--- src/rtl/ext_irq_pkg.sv ---
package ext_irq_pkg;
    typedef enum logic [1:0] {
        SENSE_LOW  = 2'b00,
        SENSE_ANY  = 2'b01,
        SENSE_FALL = 2'b10,
        SENSE_RISE = 2'b11
    } sense_e;

    typedef enum logic [0:0] {
        ARB_IDLE  = 1'b0,
        ARB_OFFER = 1'b1
    } arb_state_e;

    localparam int NUM_DED  = 2;
    localparam int NUM_SRC  = NUM_DED + 1;
    localparam int VEC_W    = $clog2(NUM_SRC);
    localparam int SENSE_W  = 2;

    localparam logic [1:0] REG_SENSE = 2'd0;
    localparam logic [1:0] REG_EN    = 2'd1;
    localparam logic [1:0] REG_MASK  = 2'd2;
    localparam logic [1:0] REG_FLAG  = 2'd3;
endpackage

--- src/rtl/eis_sync.sv ---
module eis_sync #(
    parameter int W = 1
) (
    input  logic         clk,
    input  logic         rst_n,
    input  logic [W-1:0] d,
    output logic [W-1:0] q
);
    logic [W-1:0] meta_q;
    logic [W-1:0] out_q;

    always_ff @(posedge clk or negedge rst_n) begin
        if (!rst_n) begin
            meta_q <= '0;
            out_q  <= '0;
        end else begin
            meta_q <= d;
            out_q  <= meta_q;
        end
    end

    assign q = out_q;
endmodule

--- src/rtl/eis_pin_detect.sv ---
module eis_pin_detect
    import ext_irq_pkg::*;
(
    input  logic   clk,
    input  logic   rst_n,
    input  logic   pin_raw,
    input  sense_e sense,
    input  logic   en,
    input  logic   sw_clr,
    input  logic   ack_clr,
    output logic   flag_o,
    output logic   pend_o,
    output logic   wake_o
);
    logic [0:0] s_vec;
    logic       s;
    logic       prev_q;
    logic       flag_q;
    logic       rise;
    logic       fall;
    logic       hit;

    eis_sync #(.W(1)) u_sync (
        .clk  (clk),
        .rst_n(rst_n),
        .d    (pin_raw),
        .q    (s_vec)
    );
    assign s = s_vec[0];

    always_comb begin
        rise = s & ~prev_q;
        fall = ~s & prev_q;
        unique case (sense)
            SENSE_LOW:  hit = 1'b0;
            SENSE_ANY:  hit = rise | fall;
            SENSE_FALL: hit = fall;
            SENSE_RISE: hit = rise;
            default:    hit = 1'b0;
        endcase
    end

    always_ff @(posedge clk or negedge rst_n) begin
        if (!rst_n) begin
            prev_q <= 1'b0;
            flag_q <= 1'b0;
        end else begin
            prev_q <= s;
            if (hit)
                flag_q <= 1'b1;
            else if (sw_clr || ack_clr)
                flag_q <= 1'b0;
        end
    end

    assign flag_o = flag_q;
    assign pend_o = flag_q | ((sense == SENSE_LOW) & ~s);
    assign wake_o = en & (sense == SENSE_LOW) & ~pin_raw;

    // a rising sample pair in rise mode leaves the flag set
    p_rise_sets_flag_r1: assert property (@(posedge clk) disable iff (!rst_n)
        (sense == SENSE_RISE && s && !prev_q) |=> flag_q);

    // low-level mode never creates a flag on its own
    p_level_no_latch_r2: assert property (@(posedge clk) disable iff (!rst_n)
        (sense == SENSE_LOW && !flag_q && !sw_clr) |=> !flag_q);

    // a write-one clear without a new event empties the flag
    p_w1c_clears_r7: assert property (@(posedge clk) disable iff (!rst_n)
        (sw_clr && !hit) |=> !flag_q);

    // acknowledge without a new event empties the flag
    p_ack_clears_r8: assert property (@(posedge clk) disable iff (!rst_n)
        (ack_clr && !hit) |=> !flag_q);
endmodule

--- src/rtl/eis_chg_detect.sv ---
module eis_chg_detect #(
    parameter int W = 8
) (
    input  logic         clk,
    input  logic         rst_n,
    input  logic [W-1:0] pins_raw,
    input  logic [W-1:0] mask,
    input  logic         en,
    input  logic         sw_clr,
    input  logic         ack_clr,
    output logic         flag_o,
    output logic         wake_o
);
    logic [W-1:0] s;
    logic [W-1:0] ref_q;
    logic         flag_q;
    logic         hit;

    eis_sync #(.W(W)) u_sync (
        .clk  (clk),
        .rst_n(rst_n),
        .d    (pins_raw),
        .q    (s)
    );

    assign hit = |((s ^ ref_q) & mask);

    always_ff @(posedge clk or negedge rst_n) begin
        if (!rst_n) begin
            ref_q  <= '0;
            flag_q <= 1'b0;
        end else begin
            ref_q <= s;
            if (hit)
                flag_q <= 1'b1;
            else if (sw_clr || ack_clr)
                flag_q <= 1'b0;
        end
    end

    assign flag_o = flag_q;
    assign wake_o = en & |((pins_raw ^ ref_q) & mask);

    // with every input masked off the flag cannot rise
    p_mask_blocks_r4: assert property (@(posedge clk) disable iff (!rst_n)
        (mask == '0 && !flag_q) |=> !flag_q);

    // with the source disabled there is no pin-change wake
    p_wake_needs_en_r5: assert property (@(posedge clk) disable iff (!rst_n)
        !en |-> !wake_o);
endmodule

--- src/rtl/eis_arbiter.sv ---
module eis_arbiter
    import ext_irq_pkg::*;
#(
    parameter int N  = NUM_SRC,
    parameter int VW = VEC_W
) (
    input  logic          clk,
    input  logic          rst_n,
    input  logic [N-1:0]  deliv,
    input  logic          gie,
    input  logic          ack,
    output logic          irq_req,
    output logic [VW-1:0] irq_vec,
    output logic [N-1:0]  ack_src
);
    arb_state_e    state_q, state_d;
    logic [VW-1:0] vec_q, vec_d;
    logic [VW-1:0] pick;
    logic          held_ok;

    always_comb begin
        pick = '0;
        for (int i = N - 1; i >= 0; i--)
            if (deliv[i]) pick = VW'(i);
        held_ok = 1'b0;
        for (int i = 0; i < N; i++)
            if (vec_q == VW'(i)) held_ok = deliv[i];
    end

    // state register
    always_ff @(posedge clk or negedge rst_n) begin
        if (!rst_n) begin
            state_q <= ARB_IDLE;
            vec_q   <= '0;
        end else begin
            state_q <= state_d;
            vec_q   <= vec_d;
        end
    end

    // transitions: GRANT, ACCEPT, WITHDRAW, HOLD
    always_comb begin
        state_d = state_q;
        vec_d   = vec_q;
        unique case (state_q)
            ARB_IDLE: begin
                if (|deliv) begin
                    state_d = ARB_OFFER;
                    vec_d   = pick;
                end
            end
            ARB_OFFER: begin
                if (!held_ok || ack)
                    state_d = ARB_IDLE;
            end
            default: state_d = ARB_IDLE;
        endcase
    end

    // outputs
    always_comb begin
        irq_req = (state_q == ARB_OFFER) && held_ok;
        irq_vec = vec_q;
        ack_src = '0;
        for (int i = 0; i < N; i++)
            if (irq_req && ack && vec_q == VW'(i)) ack_src[i] = 1'b1;
    end

    // nothing is offered without the global enable
    p_gie_gate_r6: assert property (@(posedge clk) disable iff (!rst_n)
        irq_req |-> gie);

    // source 0 deliverable while idle wins the next grant
    p_prio_zero_r9: assert property (@(posedge clk) disable iff (!rst_n)
        (state_q == ARB_IDLE && deliv[0]) |=> (irq_vec == '0));

    // the vector stays put while the offer is held
    p_vec_hold_r11: assert property (@(posedge clk) disable iff (!rst_n)
        (state_q == ARB_OFFER && held_ok && !ack) |=> $stable(irq_vec));

    // at most one source is cleared per acknowledge
    p_ack_onehot_r8: assert property (@(posedge clk) disable iff (!rst_n)
        $onehot0(ack_src));
endmodule

--- src/rtl/ext_irq_sense.sv ---
module ext_irq_sense
    import ext_irq_pkg::*;
#(
    parameter int CHG_W  = 8,
    parameter int DATA_W = 8
) (
    input  logic              clk,
    input  logic              rst_n,
    input  logic [1:0]        ded_pin,
    input  logic [CHG_W-1:0]  chg_pin,
    input  logic              wr_en,
    input  logic [1:0]        wr_addr,
    input  logic [DATA_W-1:0] wr_data,
    input  logic              gie,
    input  logic              irq_ack,
    output logic              irq_req,
    output logic [VEC_W-1:0]  irq_vec,
    output logic [NUM_SRC-1:0] flags,
    output logic              wake
);
    localparam int SENSE_BITS = NUM_DED * SENSE_W;

    logic [SENSE_BITS-1:0] sense_q;
    logic [NUM_SRC-1:0]    en_q;
    logic [CHG_W-1:0]      mask_q;
    logic [NUM_SRC-1:0]    sw_clr;
    logic [NUM_SRC-1:0]    ack_src;
    logic [NUM_SRC-1:0]    deliv;
    logic [NUM_DED-1:0]    ded_pend;
    logic [NUM_DED-1:0]    ded_wake;
    logic                  chg_wake;

    always_ff @(posedge clk or negedge rst_n) begin
        if (!rst_n) begin
            sense_q <= '0;
            en_q    <= '0;
            mask_q  <= '0;
        end else if (wr_en) begin
            unique case (wr_addr)
                REG_SENSE: sense_q <= wr_data[SENSE_BITS-1:0];
                REG_EN:    en_q    <= wr_data[NUM_SRC-1:0];
                REG_MASK:  mask_q  <= wr_data[CHG_W-1:0];
                default:   ;
            endcase
        end
    end

    assign sw_clr = (wr_en && wr_addr == REG_FLAG) ? wr_data[NUM_SRC-1:0] : '0;

    for (genvar g = 0; g < NUM_DED; g++) begin : g_ded
        eis_pin_detect u_det (
            .clk    (clk),
            .rst_n  (rst_n),
            .pin_raw(ded_pin[g]),
            .sense  (sense_e'(sense_q[g*SENSE_W +: SENSE_W])),
            .en     (en_q[g]),
            .sw_clr (sw_clr[g]),
            .ack_clr(ack_src[g]),
            .flag_o (flags[g]),
            .pend_o (ded_pend[g]),
            .wake_o (ded_wake[g])
        );
        assign deliv[g] = gie & en_q[g] & ded_pend[g];
    end

    eis_chg_detect #(.W(CHG_W)) u_chg (
        .clk     (clk),
        .rst_n   (rst_n),
        .pins_raw(chg_pin),
        .mask    (mask_q),
        .en      (en_q[NUM_DED]),
        .sw_clr  (sw_clr[NUM_DED]),
        .ack_clr (ack_src[NUM_DED]),
        .flag_o  (flags[NUM_DED]),
        .wake_o  (chg_wake)
    );
    assign deliv[NUM_DED] = gie & en_q[NUM_DED] & flags[NUM_DED];

    eis_arbiter #(.N(NUM_SRC), .VW(VEC_W)) u_arb (
        .clk    (clk),
        .rst_n  (rst_n),
        .deliv  (deliv),
        .gie    (gie),
        .ack    (irq_ack),
        .irq_req(irq_req),
        .irq_vec(irq_vec),
        .ack_src(ack_src)
    );

    assign wake = (|ded_wake) | chg_wake;

    // right after reset nothing is flagged
    p_reset_clean_r10: assert property (@(posedge clk)
        !rst_n |=> (flags == '0));

    // a disabled pin-0 source is never offered as vector 0
    p_en_gate_r6: assert property (@(posedge clk) disable iff (!rst_n)
        (irq_req && irq_vec == '0) |-> en_q[0]);
endmodule

--- config.mk ---
export PLATFORM = sky130hd
export DESIGN_NAME = ext_irq_sense
export DESIGN_NICKNAME = d
export VERILOG_FILES = /design/src/rtl/ext_irq_pkg.sv /design/src/rtl/eis_sync.sv /design/src/rtl/eis_pin_detect.sv /design/src/rtl/eis_chg_detect.sv /design/src/rtl/eis_arbiter.sv /design/src/rtl/ext_irq_sense.sv
export SDC_FILE = /design/constraint.sdc
export NUM_CORES = 1
export LEC_CHECK = 0
export ABC_AREA = 0
export BUFFER_PORTS_ARGS = -buffer_cell sky130_fd_sc_hd__buf_2
export CAP_MARGIN = 20
export CORE_UTILIZATION = 35
export CTS_CLUSTER_DIAMETER = 50
export DETAILED_ROUTE_END_ITERATION = 6
export SKIP_LAST_GASP = 1
export SYNTH_ARGS = -nofsm -noshare
export SYNTH_HDL_FRONTEND = slang
export SYNTH_HIERARCHICAL = 1
export SYNTH_SLANG_ARGS = --single-unit
--- constraint.sdc ---
create_clock -name clk -period 3.7 [get_ports clk]
set_input_delay 0.74 -clock clk [delete_from_list [all_inputs] [get_ports clk]]
set_output_delay 0.74 -clock clk [all_outputs]
set_load 0.02 [all_outputs]
==> flow_metrics.py <==
metrics = {
    "sta": {
        "period_needed_ns": 2.63,
        "setup_tns_ns": 0,
        "setup_viol": 0,
        "rsz0062_at_grt": "no",
        "slew_viol_final": 0,
        "max_freq_ghz": 0.380,
        "hold_viol_final": 0,
        "post-route-period-util_pct": 71.1,
        "fin_worst_skew_ns": 0.00517,
        "setup_slack_ns": 1.07,
        "worstMarginPinSlew_ns": 0.848,
        "maxSlewHeadroom_pct": 43.5,
    },
    "floorplanning": {
        "pin_count": 32,
        "rows": 27,
        "core_sq_mm": 0.00557,
        "die-width_um": 78.7,
        "initial_core_util_pct": 36.9,
        "die_h_um": 78.7,
        "die-area_sq_mm": 0.00620,
    },
    "final_layout": {
        "seq_area_sq_mm": 0.00128,
        "area_growth_pct": 17.3,
        "drive_above_1_share_pct": 31.1,
        "multi_input_area_sq_um": 753,
        "antenna_cells": 0,
        "final_cell_area_sq_mm": 0.00241,
        "fin_nets": 219,
        "nFillCells": 541,
        "layout.cells.non_filler": 262,
    },
    "critical_path": {
        "critical_path_class": "in2out",
        "worstReg2RegEnd": "u_arb/state_q",
        "critPathArrivalTime_ns": 1.89,
        "crit_path_start_kind": "input port",
        "critPathSlowestCell": "or3_1",
        "r2r_cells": 6,
        "cp-endpoint": "wake",
        "cp_slowest_stage_delay_ns": 0.32,
        "worst_setup_path_end_kind": "output port",
        "crit_start": "chg_pin[5]",
        "path_cells": "buf_2 -> xor2_1 -> a22oi_1 -> a41oi_1 -> or3_1 -> buf_2",
        "crit_buf_inv": 2,
        "path_max_fanout": 2,
        "rrSetupSlack_ns": 1.99,
        "critical_path_depth": 6,
        "critical_path.top_delay_family": "compound AO/OA/AOI/OAI gates",
        "required_ns": 2.96,
        "r2r-start": "sense_q[1]",
        "crit_top_cell": "buf_2",
    },
    "clock_network": {
        "cts_inserted_buffers": 5,
        "cts_resized": 0,
        "cts_buffer_depth": 2,
        "post_cts_buffers": 0,
        "cts_htree_levels": 2,
        "hold_buffers": 0,
        "clkTransAtPathRegs_ns": 0.08,
        "cts_root_buffer": "clkbuf_8",
        "clock-sinks": 51,
        "cts_tree": "yes",
        "clkLatencyLatePin_ns": 0.29,
    },
    "worst_hold_path": {
        "min_path_cells": 0,
        "hp-class": "reg2reg",
    },
    "synth": {
        "syn-cell-area_sq_mm": 0.00206,
        "synth_fp_nets": 180,
        "yosysMostFrequentCell": "dfrtp_1",
        "avgSynthCellArea_sq_um": 13.6,
        "synth_top_area_share_pct": 62.0,
        "synthArstFlopShare_pct": 100,
        "synthCells": 151,
        "synth-edff-count": 0,
        "yosysTopAreaCell": "dfrtp_1",
        "synth.area.top_cells": "dfrtp_1 (62%), mux2_2 (8.2%), xor2_1 (6.8%)",
        "ys_ff_latch": 51,
        "synth_cell_types": 32,
        "yosys-top-cells-count": "dfrtp_1 (51), xor2_1 (16), mux2_2 (15)",
        "ys_seq_area_share_pct": 62.0,
        "yosys_warnings": 6,
        "ys.flop_type": "dfrtp_1",
    },
    "drt": {
        "ant_nets": 0,
        "wl_per_cell_um": 14.1,
        "drt_first_pass_iters": 4,
        "wirelength_um": 3710,
        "vias": 1258,
        "viasPerCell": 4.80,
        "drt_iter0_drc": 56,
        "drcViolationCount": 0,
    },
    "global_route": {
        "grt-ovfl-total": 0,
        "grt_max_degree": 39,
        "first_global_vias": 1330,
        "antenna_found_initial": 0,
        "grtUsageTotal_pct": 13.8,
        "grt_pass1_wl_um": 6420,
    },
    "placed_design": {
        "routabilityCongestion": 0.715,
        "dpl-instance-area_sq_mm": 0.00231,
        "placed_cells": 255,
        "portBuffers": 31,
        "place_ws_ns": 1.06,
        "dp_hpwl_um": 2740,
    },
    "run_status": {
        "status": "finished, final reports clean",
    },
    "power_and_ir_drop": {
        "p_leak_nw": 1.12,
        "peakVddDrop_v": 0.000230,
        "power.density_mw_per_mm2": 543,
    },
    "flow_run": {
        "drv_cap": 0,
    },
}
## cell usage in the layout, fill, tap and decap left out, types with 2 or more instances in the layout
cell / n
a211o_1: 2
a21oi_1: 2
a22oi_1: 6
and2_1: 4
and3_1: 3
buf_2: 31
clkbuf_8: 5
dfrtp_1: 51
ha_1: 4
inv_1: 8
mux2_2: 15
nand2_1: 7
nand3b_1: 2
nor2_1: 4
nor3_1: 3
nor3b_1: 2
nor4b_1: 3
o21ai_1: 3
or2_2: 2
xor2_1: 16
## report_power, final
part | switching (W) | internal [W] | leakage [nW]
sequential | 0.0000726 | 0.000629 | 0.593
combinational | 0.000125 | 0.000122 | 0.473
clock | 0.000164 | 0.000198 | 0.0513
## registers in the layout, summed over array words and instances (netlist names)
register,flops
u_chg/flag_o,1
mask_q,8
u_chg/ref_q,8
u_chg/u_sync/meta_q,8
g_ded.u_det/u_sync/q,2
sense_q,4
u_arb/state_q,1
g_ded.u_det/u_sync/meta_q,2
en_q,3
g_ded.u_det/flag_o,2
u_chg/u_sync/q,8
g_ded.u_det/prev_q,2
u_arb/irq_vec,2
## logic make-up after synthesis
kind of cell             Yosys count  synth area share (%)
AO/OA/AOI/OAI                     20                  7.35
buffers and inverters              8                  1.46
XOR/XNOR                          16                  6.80
flip-flops                        51                  62.0
adder cells (fa/ha/maj)            4                  2.43
multiplexers                      16                  8.69
AND/OR/NAND/NOR                   36                  11.3
## worst register-to-register path, stage by stage (launching register included)
cell and delay, ns:
dfrtp_1 0.48, nor3_1 0.07, or2_2 0.28, and3_1 0.21, or2_1 0.22, o21a_1 0.17
a31o_1 0.17
## cell type report
type | count | area share (%)
flip-flops and latches | 51 | 52.8
clock buffers | 6 | 3.01
inverters | 8 | 1.24
multi-input cells | 92 | 31.2
repair buffers | 32 | 6.74
well taps | 72 | 3.73
clock inverters | 1 | 1.24
## per-layer routing
| layer | up-vias | part of all wire, % | track usage [%] |
|---|---|---|---|
| met4 | 0 | 1.3 | 4.44 |
| met5 | - | 0 | 0 |
| met1 | 618 | 48 | 18.8 |
| li1 | 608 | - | - |
| met3 | 7 | 3.7 | 3.56 |
| met2 | 25 | 47 | 21.5 |
## worst min-delay path by stage
stage	start	endpoint
final	g_ded[0].u_det/u_sync/meta_q	g_ded[0].u_det/u_sync/q
after global routing	g_ded[1].u_det/u_sync/meta_q	g_ded[1].u_det/u_sync/q
after CTS	u_chg/u_sync/meta_q[4]	u_chg/u_sync/q[4]
after detailed placement	u_chg/u_sync/meta_q[2]	u_chg/u_sync/q[2]
after global placement	g_ded[0].u_det/u_sync/meta_q	g_ded[0].u_det/u_sync/q
after floorplan	g_ded[0].u_det/u_sync/meta_q	g_ded[0].u_det/u_sync/q
## metrics by stage
stage	power [W]	hold WS [ns]	utilization, %
after floorplan	0.000864	0.331	-
after global placement	0.000954	0.333	41.5
after detailed placement	0.000961	0.336	41.5
after CTS	0.00133	0.357	43.3
after global routing	0.00139	0.364	43.3
final	0.00131	0.353	43.3
Note: power is estimated with default switching activity, not from simulation.
